$ cat src/rtl/pb_pkg.sv
package pb_pkg;
  // action applied to the destination taint bit
  typedef enum logic [1:0] {
    DST_KEEP   = 2'd0,
    DST_TAINT  = 2'd1,
    DST_CLEAN  = 2'd2
  } dst_act_e;

  typedef struct packed {
    logic     flt;
    logic     exc;
    dst_act_e act;
  } pb_verdict_t;
endpackage

$ cat src/rtl/pb_src_check.sv
module pb_src_check #(
  parameter int NREG = 32,
  parameter int NSRC = 2,
  localparam int AW = $clog2(NREG)
) (
  input  logic [NREG-1:0]          taint_vec,
  input  logic [NSRC-1:0][AW-1:0]  src_idx,
  input  logic [NSRC-1:0]          src_use,
  output logic                     any_hit,
  output logic [AW-1:0]            first_idx
);
  logic [NSRC-1:0] hit;

  for (genvar s = 0; s < NSRC; s++) begin : g_src
    assign hit[s] = src_use[s] & taint_vec[src_idx[s]];
  end

  assign any_hit = |hit;

  // lowest-numbered tainted source wins
  always_comb begin
    first_idx = '0;
    for (int s = NSRC - 1; s >= 0; s--) begin
      if (hit[s]) first_idx = src_idx[s];
    end
  end
endmodule

$ cat src/rtl/pb_decide.sv
module pb_decide
  import pb_pkg::*;
(
  input  logic        spec,
  input  logic        store,
  input  logic        wr,
  input  logic        exc_term,
  input  logic        exc_soft,
  input  logic        any_hit,
  output pb_verdict_t verdict
);
  logic nonspec;
  assign nonspec = ~spec | store;

  always_comb begin
    verdict = '{flt: 1'b0, exc: 1'b0, act: DST_KEEP};
    if (nonspec && any_hit) begin
      verdict.flt = 1'b1;
    end else if (exc_soft) begin
      verdict.exc = 1'b1;
    end else if (nonspec) begin
      if (exc_term)          verdict.exc = 1'b1;
      else if (wr && !store) verdict.act = DST_CLEAN;
    end else if (wr) begin
      verdict.act = (exc_term || any_hit) ? DST_TAINT : DST_CLEAN;
    end
  end
endmodule

$ cat src/rtl/pb_regfile.sv
module pb_regfile #(
  parameter int NREG = 32,
  localparam int AW = $clog2(NREG)
) (
  input  logic            clk,
  input  logic            rst_n,
  input  logic            restore_en,
  input  logic [NREG-1:0] restore_vec,
  input  logic            upd_en,
  input  logic [AW-1:0]   upd_idx,
  input  logic            upd_val,
  output logic [NREG-1:0] taint_vec
);
  assign taint_vec[0] = 1'b0;

  for (genvar i = 1; i < NREG; i++) begin : g_bit
    logic bit_q;
    always_ff @(posedge clk) begin
      if (!rst_n)                                   bit_q <= 1'b0;
      else if (restore_en)                          bit_q <= restore_vec[i];
      else if (upd_en && upd_idx == AW'(i))         bit_q <= upd_val;
    end
    assign taint_vec[i] = bit_q;
  end
endmodule

$ cat src/rtl/poison_defer_unit.sv
module poison_defer_unit
  import pb_pkg::*;
#(
  parameter int NREG = 32,
  localparam int AW = $clog2(NREG)
) (
  input  logic            clk,
  input  logic            rst_n,
  input  logic            iss_valid,
  output logic            iss_ready,
  input  logic            iss_spec,
  input  logic            iss_store,
  input  logic            iss_wr,
  input  logic            iss_exc_term,
  input  logic            iss_exc_soft,
  input  logic            iss_use_a,
  input  logic [AW-1:0]   iss_src_a,
  input  logic            iss_use_b,
  input  logic [AW-1:0]   iss_src_b,
  input  logic [AW-1:0]   iss_dst,
  output logic            flt_valid,
  output logic [AW-1:0]   flt_reg,
  output logic            exc_valid,
  output logic [NREG-1:0] ctx_save_vec,
  input  logic            ctx_restore_en,
  input  logic [NREG-1:0] ctx_restore_vec
);
  logic             accept;
  logic             any_hit;
  logic [AW-1:0]    first_idx;
  pb_verdict_t      verdict;
  logic [NREG-1:0]  taint_vec;

  assign iss_ready = ~ctx_restore_en;
  assign accept    = iss_valid & iss_ready;

  pb_src_check #(.NREG(NREG), .NSRC(2)) u_src (
    .taint_vec (taint_vec),
    .src_idx   ({iss_src_b, iss_src_a}),
    .src_use   ({iss_use_b, iss_use_a}),
    .any_hit   (any_hit),
    .first_idx (first_idx)
  );

  pb_decide u_dec (
    .spec     (iss_spec),
    .store    (iss_store),
    .wr       (iss_wr),
    .exc_term (iss_exc_term),
    .exc_soft (iss_exc_soft),
    .any_hit  (any_hit),
    .verdict  (verdict)
  );

  pb_regfile #(.NREG(NREG)) u_rf (
    .clk         (clk),
    .rst_n       (rst_n),
    .restore_en  (ctx_restore_en),
    .restore_vec (ctx_restore_vec),
    .upd_en      (accept && verdict.act != DST_KEEP),
    .upd_idx     (iss_dst),
    .upd_val     (verdict.act == DST_TAINT),
    .taint_vec   (taint_vec)
  );

  always_ff @(posedge clk) begin
    if (!rst_n) begin
      flt_valid <= 1'b0;
      exc_valid <= 1'b0;
      flt_reg   <= '0;
    end else begin
      flt_valid <= accept & verdict.flt;
      exc_valid <= accept & verdict.exc;
      if (accept && verdict.flt) flt_reg <= first_idx;
    end
  end

  assign ctx_save_vec = taint_vec;
endmodule

$ cat config.mk
export PLATFORM = sky130hd
export DESIGN_NAME = poison_defer_unit
export DESIGN_NICKNAME = d
export VERILOG_FILES = /design/src/rtl/pb_pkg.sv /design/src/rtl/pb_src_check.sv /design/src/rtl/pb_decide.sv /design/src/rtl/pb_regfile.sv /design/src/rtl/poison_defer_unit.sv
export SDC_FILE = /design/constraint.sdc
export NUM_CORES = 1
export LEC_CHECK = 0
export BUFFER_PORTS_ARGS = -buffer_cell sky130_fd_sc_hd__buf_2
export CORE_ASPECT_RATIO = 0.75
export CORE_MARGIN = 5
export CORE_UTILIZATION = 45
export CTS_CLUSTER_DIAMETER = 30
export DETAILED_ROUTE_END_ITERATION = 12
export PLACE_DENSITY = 0.72
export SLEW_MARGIN = 40
export SYNTH_ARGS = -nofsm -noshare
export SYNTH_HDL_FRONTEND = slang
export SYNTH_SLANG_ARGS = --single-unit
$ cat constraint.sdc
create_clock -name clk -period 4.79 [get_ports clk]
set_input_delay 0 -clock clk [delete_from_list [all_inputs] [get_ports clk]]
set_output_delay 0 -clock clk [all_outputs]
set_load 0.1 [all_outputs]
# After elaboration in Yosys (flattened, before gate mapping)
# Cells that the tools add are included.
# classes
order_cmp,2
eq_ne,32
muxes,79
bitwise_logic,8
n_reduce_logical,70
# ops
op,count
$eq A5 B5 Y1 const B,16
$mux W1,68
$reduce_bool A2 Y1,32
$eq A5 B4 Y1 const B,8
$logic_and A1 B1 Y1,35
$eq A5 B3 Y1 const B,4
$lt A5 B6 Y1 const B,2
$mux W2,6
$bmux W1 S5,2
$eq A5 B2 Y1 const B,2
$mux W5,2
$and A1 B1 Y1,5
$eq A5 B1 Y1 const B,1
$mux W3,1
$eq A2 B1 Y1 const B,1
$not A1 Y1,2
$reduce_or A2 Y1,1
$logic_not A1 Y1,1
$logic_or A1 B1 Y1,1
$or A1 B1 Y1,1
# word_totals
ff_bits,38
input_bits,58
output_inout_bits,40

# Longest topological paths before layout
# logic_depth
ltp_word,15
mapped_depth,9
mapped_depth_nobuf,7

# Modules after synthesis
# From an unflattened synthesis, not the netlist that was laid out.
# unflattened
cells_unflattened,338
area_unflattened_um2,2902.8
# modules_own_cells
mod,n_inst,cells_each,area_per_inst_um2,seq_area_each_um2
pb_regfile,1,229,1806.7,620.6
pb_src_check,1,71,754.5,0.0
poison_defer_unit,1,30,289.0,140.1
pb_decide,1,8,52.6,0.0

# Worst setup path after synthesis
# OpenSTA, ideal clock, no wires.
# synth_timing
path_kind,reg-to-reg
start,register u_rf.g_bit[30].bit_q
end,register u_rf.g_bit[8].bit_q
arrival_time_ns,1.999
required_ns,4.654
slack_ns,2.655
stages_incl_launch_ff,9
n_path_buf,1
path_cell_list,dfxtp_1 mux4_2 mux2_2 o221a_4 nand2_4 nand3b_4 buf_6 a211oi_1 o221ai_1
# synth_via
elab_chain_cells,14
# synth_lines
item,line_no,source
from (decl),pb_regfile.sv:17,logic bit_q;
from (signal assigned),pb_regfile.sv:20,else if (restore_en) bit_q <= restore_vec[i];
from (signal assigned),pb_regfile.sv:21,else if (upd_en && upd_idx == AW'(i)) bit_q <= upd_val;
$bmux W1 S5,pb_src_check.sv:15,assign hit[s] = src_use[s] & taint_vec[src_idx[s]];
$mux W1 (implied by the code),pb_src_check.sv:15,
$and A1 B1 Y1,pb_src_check.sv:15,
$reduce_or A2 Y1 *,pb_src_check.sv:18,assign any_hit = |hit;
$logic_or A1 B1 Y1,pb_decide.sv:25,verdict.act = (exc_term || any_hit) ? DST_TAINT : DST_CLEAN;
$mux W2,pb_decide.sv:25,
$mux W2,pb_decide.sv:24,end else if (wr) begin
$mux W2,pb_decide.sv:21,end else if (nonspec) begin
$mux W2,pb_decide.sv:19,end else if (exc_soft) begin
$mux W3 *,pb_decide.sv:17,if (nonspec && any_hit) begin
$reduce_bool A2 Y1,poison_defer_unit.sv:60,".upd_en (accept && verdict.act != DST_KEEP),"
$logic_and A1 B1 Y1,poison_defer_unit.sv:60,
$logic_and A1 B1 Y1,pb_regfile.sv:21,
$reduce_bool A2 Y1 (no source line),n/a,
to (signal assigned),pb_regfile.sv:20,
to (signal assigned),pb_regfile.sv:21,
to (decl),pb_regfile.sv:17,
# Mark *: on every way between the ends. The rest lies on a longest branch, timed or not. The select of a mux whose other input is x is not followed.
# A chain may end at the register's enable or synchronous reset.

# Worst setup path after layout
# layout_timing
start,register u_rf.g_bit[10].bit_q
end,register u_rf.g_bit[15].bit_q
# layout_via
elab_chain_cells,14
# layout_lines
item,line_no
from (decl),pb_regfile.sv:17
from (signal assigned),pb_regfile.sv:20
from (signal assigned),pb_regfile.sv:21
$bmux W1 S5,pb_src_check.sv:15
$mux W1 (implied by the code),pb_src_check.sv:15
$and A1 B1 Y1,pb_src_check.sv:15
$reduce_or A2 Y1 *,pb_src_check.sv:18
$logic_or A1 B1 Y1,pb_decide.sv:25
$mux W2,pb_decide.sv:25
$mux W2,pb_decide.sv:24
$mux W2,pb_decide.sv:21
$mux W2,pb_decide.sv:19
$mux W3 *,pb_decide.sv:17
$reduce_bool A2 Y1,poison_defer_unit.sv:60
$logic_and A1 B1 Y1,poison_defer_unit.sv:60
$logic_and A1 B1 Y1,pb_regfile.sv:21
$reduce_bool A2 Y1 (no source line),n/a
to (signal assigned),pb_regfile.sv:20
to (signal assigned),pb_regfile.sv:21
to (decl),pb_regfile.sv:17
# Marks and branches as above.

==> metrics.cfg <==
[worst_hold_path]
hold_depth = 5
hp-class = in2reg
whs_endpoint = u_rf.g_bit[14].bit_q
hp-start = ctx_restore_vec[14]

[logic_synthesis]
synth-seq-area-share_pct = 24.4
synth_top_area_share_pct = 24.4
synth_top_area_cell = dfxtp_1
synth_edf_count = 0
synth_common_cells = 70 x nand2_1, 38 x dfxtp_1, 33 x buf_4
yosysWarnings = 0
avgSynthCellArea_um2 = 7.74
syn_area_um2 = 3110
synth_seq_cells = 38
synth.most_common_cell = nand2_1
synth-main-ff-cell = dfxtp_1
synth_cell_types = 43
syn_nets = 460
synthTopCellsByArea = dfxtp_1 24%, mux4_2 10%, nand2_1 8.4%, buf_4 8.0%, o221ai_1 4.8%
synthArstFlopShare_pct = 0
netlist_instances = 402

[die]
design.core.area_um2 = 6770
design.die.area_um2 = 8700
die_y_um = 82.0
io_pins = 98
die_x_um = 106
rows = 26
initial_utilization_pct = 46.0

[clock_network]
clkTransAtPathRegs_ns = 0.09
cts_made_buffers = 5
cts_tree = done
clkSinkCount = 38
post_cts_resized = 0
postCtsSetupBuffers = 0
cts-root-buf = clkbuf_8
cts_max_level = 2
clockBufferDepth = 2
insertion_delay_ns = 0.31

[detailed_routing]
vias = 3267
drc = 0
drtAntennaViolNets = 0
detail_route.wl_per_cell_um = 18.8
first_iter_violations = 332
wirelength_um = 10100
vias_per_cell = 6.10
drt-pass1-iter-count = 5

[setup_path]
cp-start-kind = register
cp_common_cell = nand2_1
setup.worst_path.end_class = register
worstPathCellList = mux4_2 -> nand2_1 -> a21oi_1 -> o31ai_4 -> nand3b_4 -> nand2_1 -> o221ai_1
critPathMaxStageDelay_ns = 0.65
crit_start = u_rf.g_bit[10].bit_q
r2r_slack_ns = 1.85
r2r_start = u_rf.g_bit[10].bit_q
crit_fanout = 21
slowest_stage = o31ai_4
crit_required_ns = 4.94
r2r_end = u_rf.g_bit[15].bit_q
worst-setup-path-type = reg2reg
r2r.worst_path.cells = 7
cp.arrival_ns = 3.09

[layout]
regArea_um2 = 761
multi_input_area_um2 = 1900
largest_register_ffs = 31
drive_above_1_share_pct = 29.4
design_area_um2 = 3530
diodes = 0
final_nets = 509
area_growth_pct = 13.3
fillers = 691

[global_routing]
grt_overflow_total = 0
grt.total_usage_pct = 23.1
antenna_found_initial = 0
grt_first_pass_wirelength_um = 15800
grt_max_degree = 48
grt_pass1_vias = 3017

[pwr]
power_mw = 1.07
ir_drop_uv = 136
p_per_area_nw_per_um2 = 304
leakagePower_nw = 1.52

[sta]
min_period_ns = 2.94
max_clock_freq_mhz = 340
finClkSkew_ns = 0.0165
hold_viol_final = 0
relSlewSlack_pct = 41.6
tightest_slew_ns = 0.865
rsz0062_at_grt = false
period_share_pct = 61.4
finalMaxSlewViolations = 0
setup_viol = 0
fin_tns_setup_ns = 0

[placed_design]
gp_congestion = 0.931
dpl-instance-area_um2 = 3340
numPortBuffers = 95
dpl.hpwl_um = 7670

[run]
max-cap-violations = 0

[status]
status = finished, final reports clean

==> worst max-delay path by stage <==
stage,endpoint,slack (ns),cells after the start
after global placement,u_rf.g_bit[29].bit_q,1.93,7
after global routing,u_rf.g_bit[13].bit_q,1.69,7
final,u_rf.g_bit[15].bit_q,1.85,7
after CTS,u_rf.g_bit[27].bit_q,1.88,7
after detailed placement,u_rf.g_bit[27].bit_q,1.89,7
after floorplan,u_rf.g_bit[8].bit_q,2.66,8
==> cells in the final DEF, fill, tap and decap left out, types with 2 or more instances in the layout <==
cell | netlist | routed
nand2_1 | 70 | 70
o31ai_1 | 8 | 8
bufinv_16 | 0 | 2
and2_1 | 5 | 5
mux2i_1 | 4 | 4
inv_1 | 21 | 21
o211a_1 | 5 | 5
buf_2 | 5 | 95
buf_4 | 33 | 2
o22ai_1 | 3 | 3
nand3_1 | 11 | 11
dfxtp_1 | 38 | 38
o21ai_1 | 2 | 2
o221ai_1 | 17 | 17
dlygate4sd3_1 | 0 | 5
mux4_2 | 14 | 14
and3_1 | 14 | 14
o21ai_0 | 21 | 21
nor2_1 | 23 | 23
nor3_1 | 12 | 12
a31oi_1 | 19 | 19
clkbuf_8 | 0 | 5
nand2b_1 | 2 | 2
a21oi_1 | 16 | 16
nor2b_1 | 7 | 7
a211oi_1 | 3 | 3
o311ai_0 | 3 | 2
o211ai_1 | 5 | 5
mux2_2 | 5 | 5
==> cells by family after synthesis <==
kind of cell | synth area share [%]
DFF | 24.4
muxes | 13.2
other | 0.120
and+or+nand+nor | 22.6
buffers and inverters | 14.5
AOI/OAI and AO/OA | 25.1
==> repair_timing <==
action                                  in CTS  in global routing
endpoints found under the setup margin       0                  0
hold buffers                                 5                  0
hold endpoints to repair                     5                  0
==> layer usage <==
metal	track usage, %	part of all wire (%)
met1	33.3	45
met2	35.1	44
met5	0	0
met4	5.05	0.71
met3	5.50	10
==> metrics by stage <==
step	hold WS (ns)	utilization (%)	std cells	setup slack, ns
2_1_floorplan	0.148	-	402	2.66
3_3_place_gp	0.251	49.3	523	1.93
3_5_place_dp	0.268	49.3	523	1.89
4_1_cts	0.00252	52.1	536	1.88
5_1_grt	0.0251	52.1	536	1.69
6_report	0.00452	52.1	536	1.85
==> area by class of cell <==
class,instances,share of cell area [%]
flip-flops and latches,38,21.6
repair buffers,102,15.3
clock inverters,3,1.95
multi-input cells,282,53.9
clock buffers,5,1.95
inverters,22,2.34
well taps,84,2.98
==> report_power, final <==
part,switching [mW],internal [mW]
combinational,0.272,0.0954
sequential,0.0251,0.337
clock,0.133,0.209
total,0.430,0.642
==> critical path, delay by kind of cell, from the launching register on <==
family,cells,cell delay (ns)
muxes,1,0.48
DFF,1,0.38
AOI/OAI and AO/OA,3,0.94
and+or+nand+nor,3,0.99
Power figures use the tool's default switching activity.
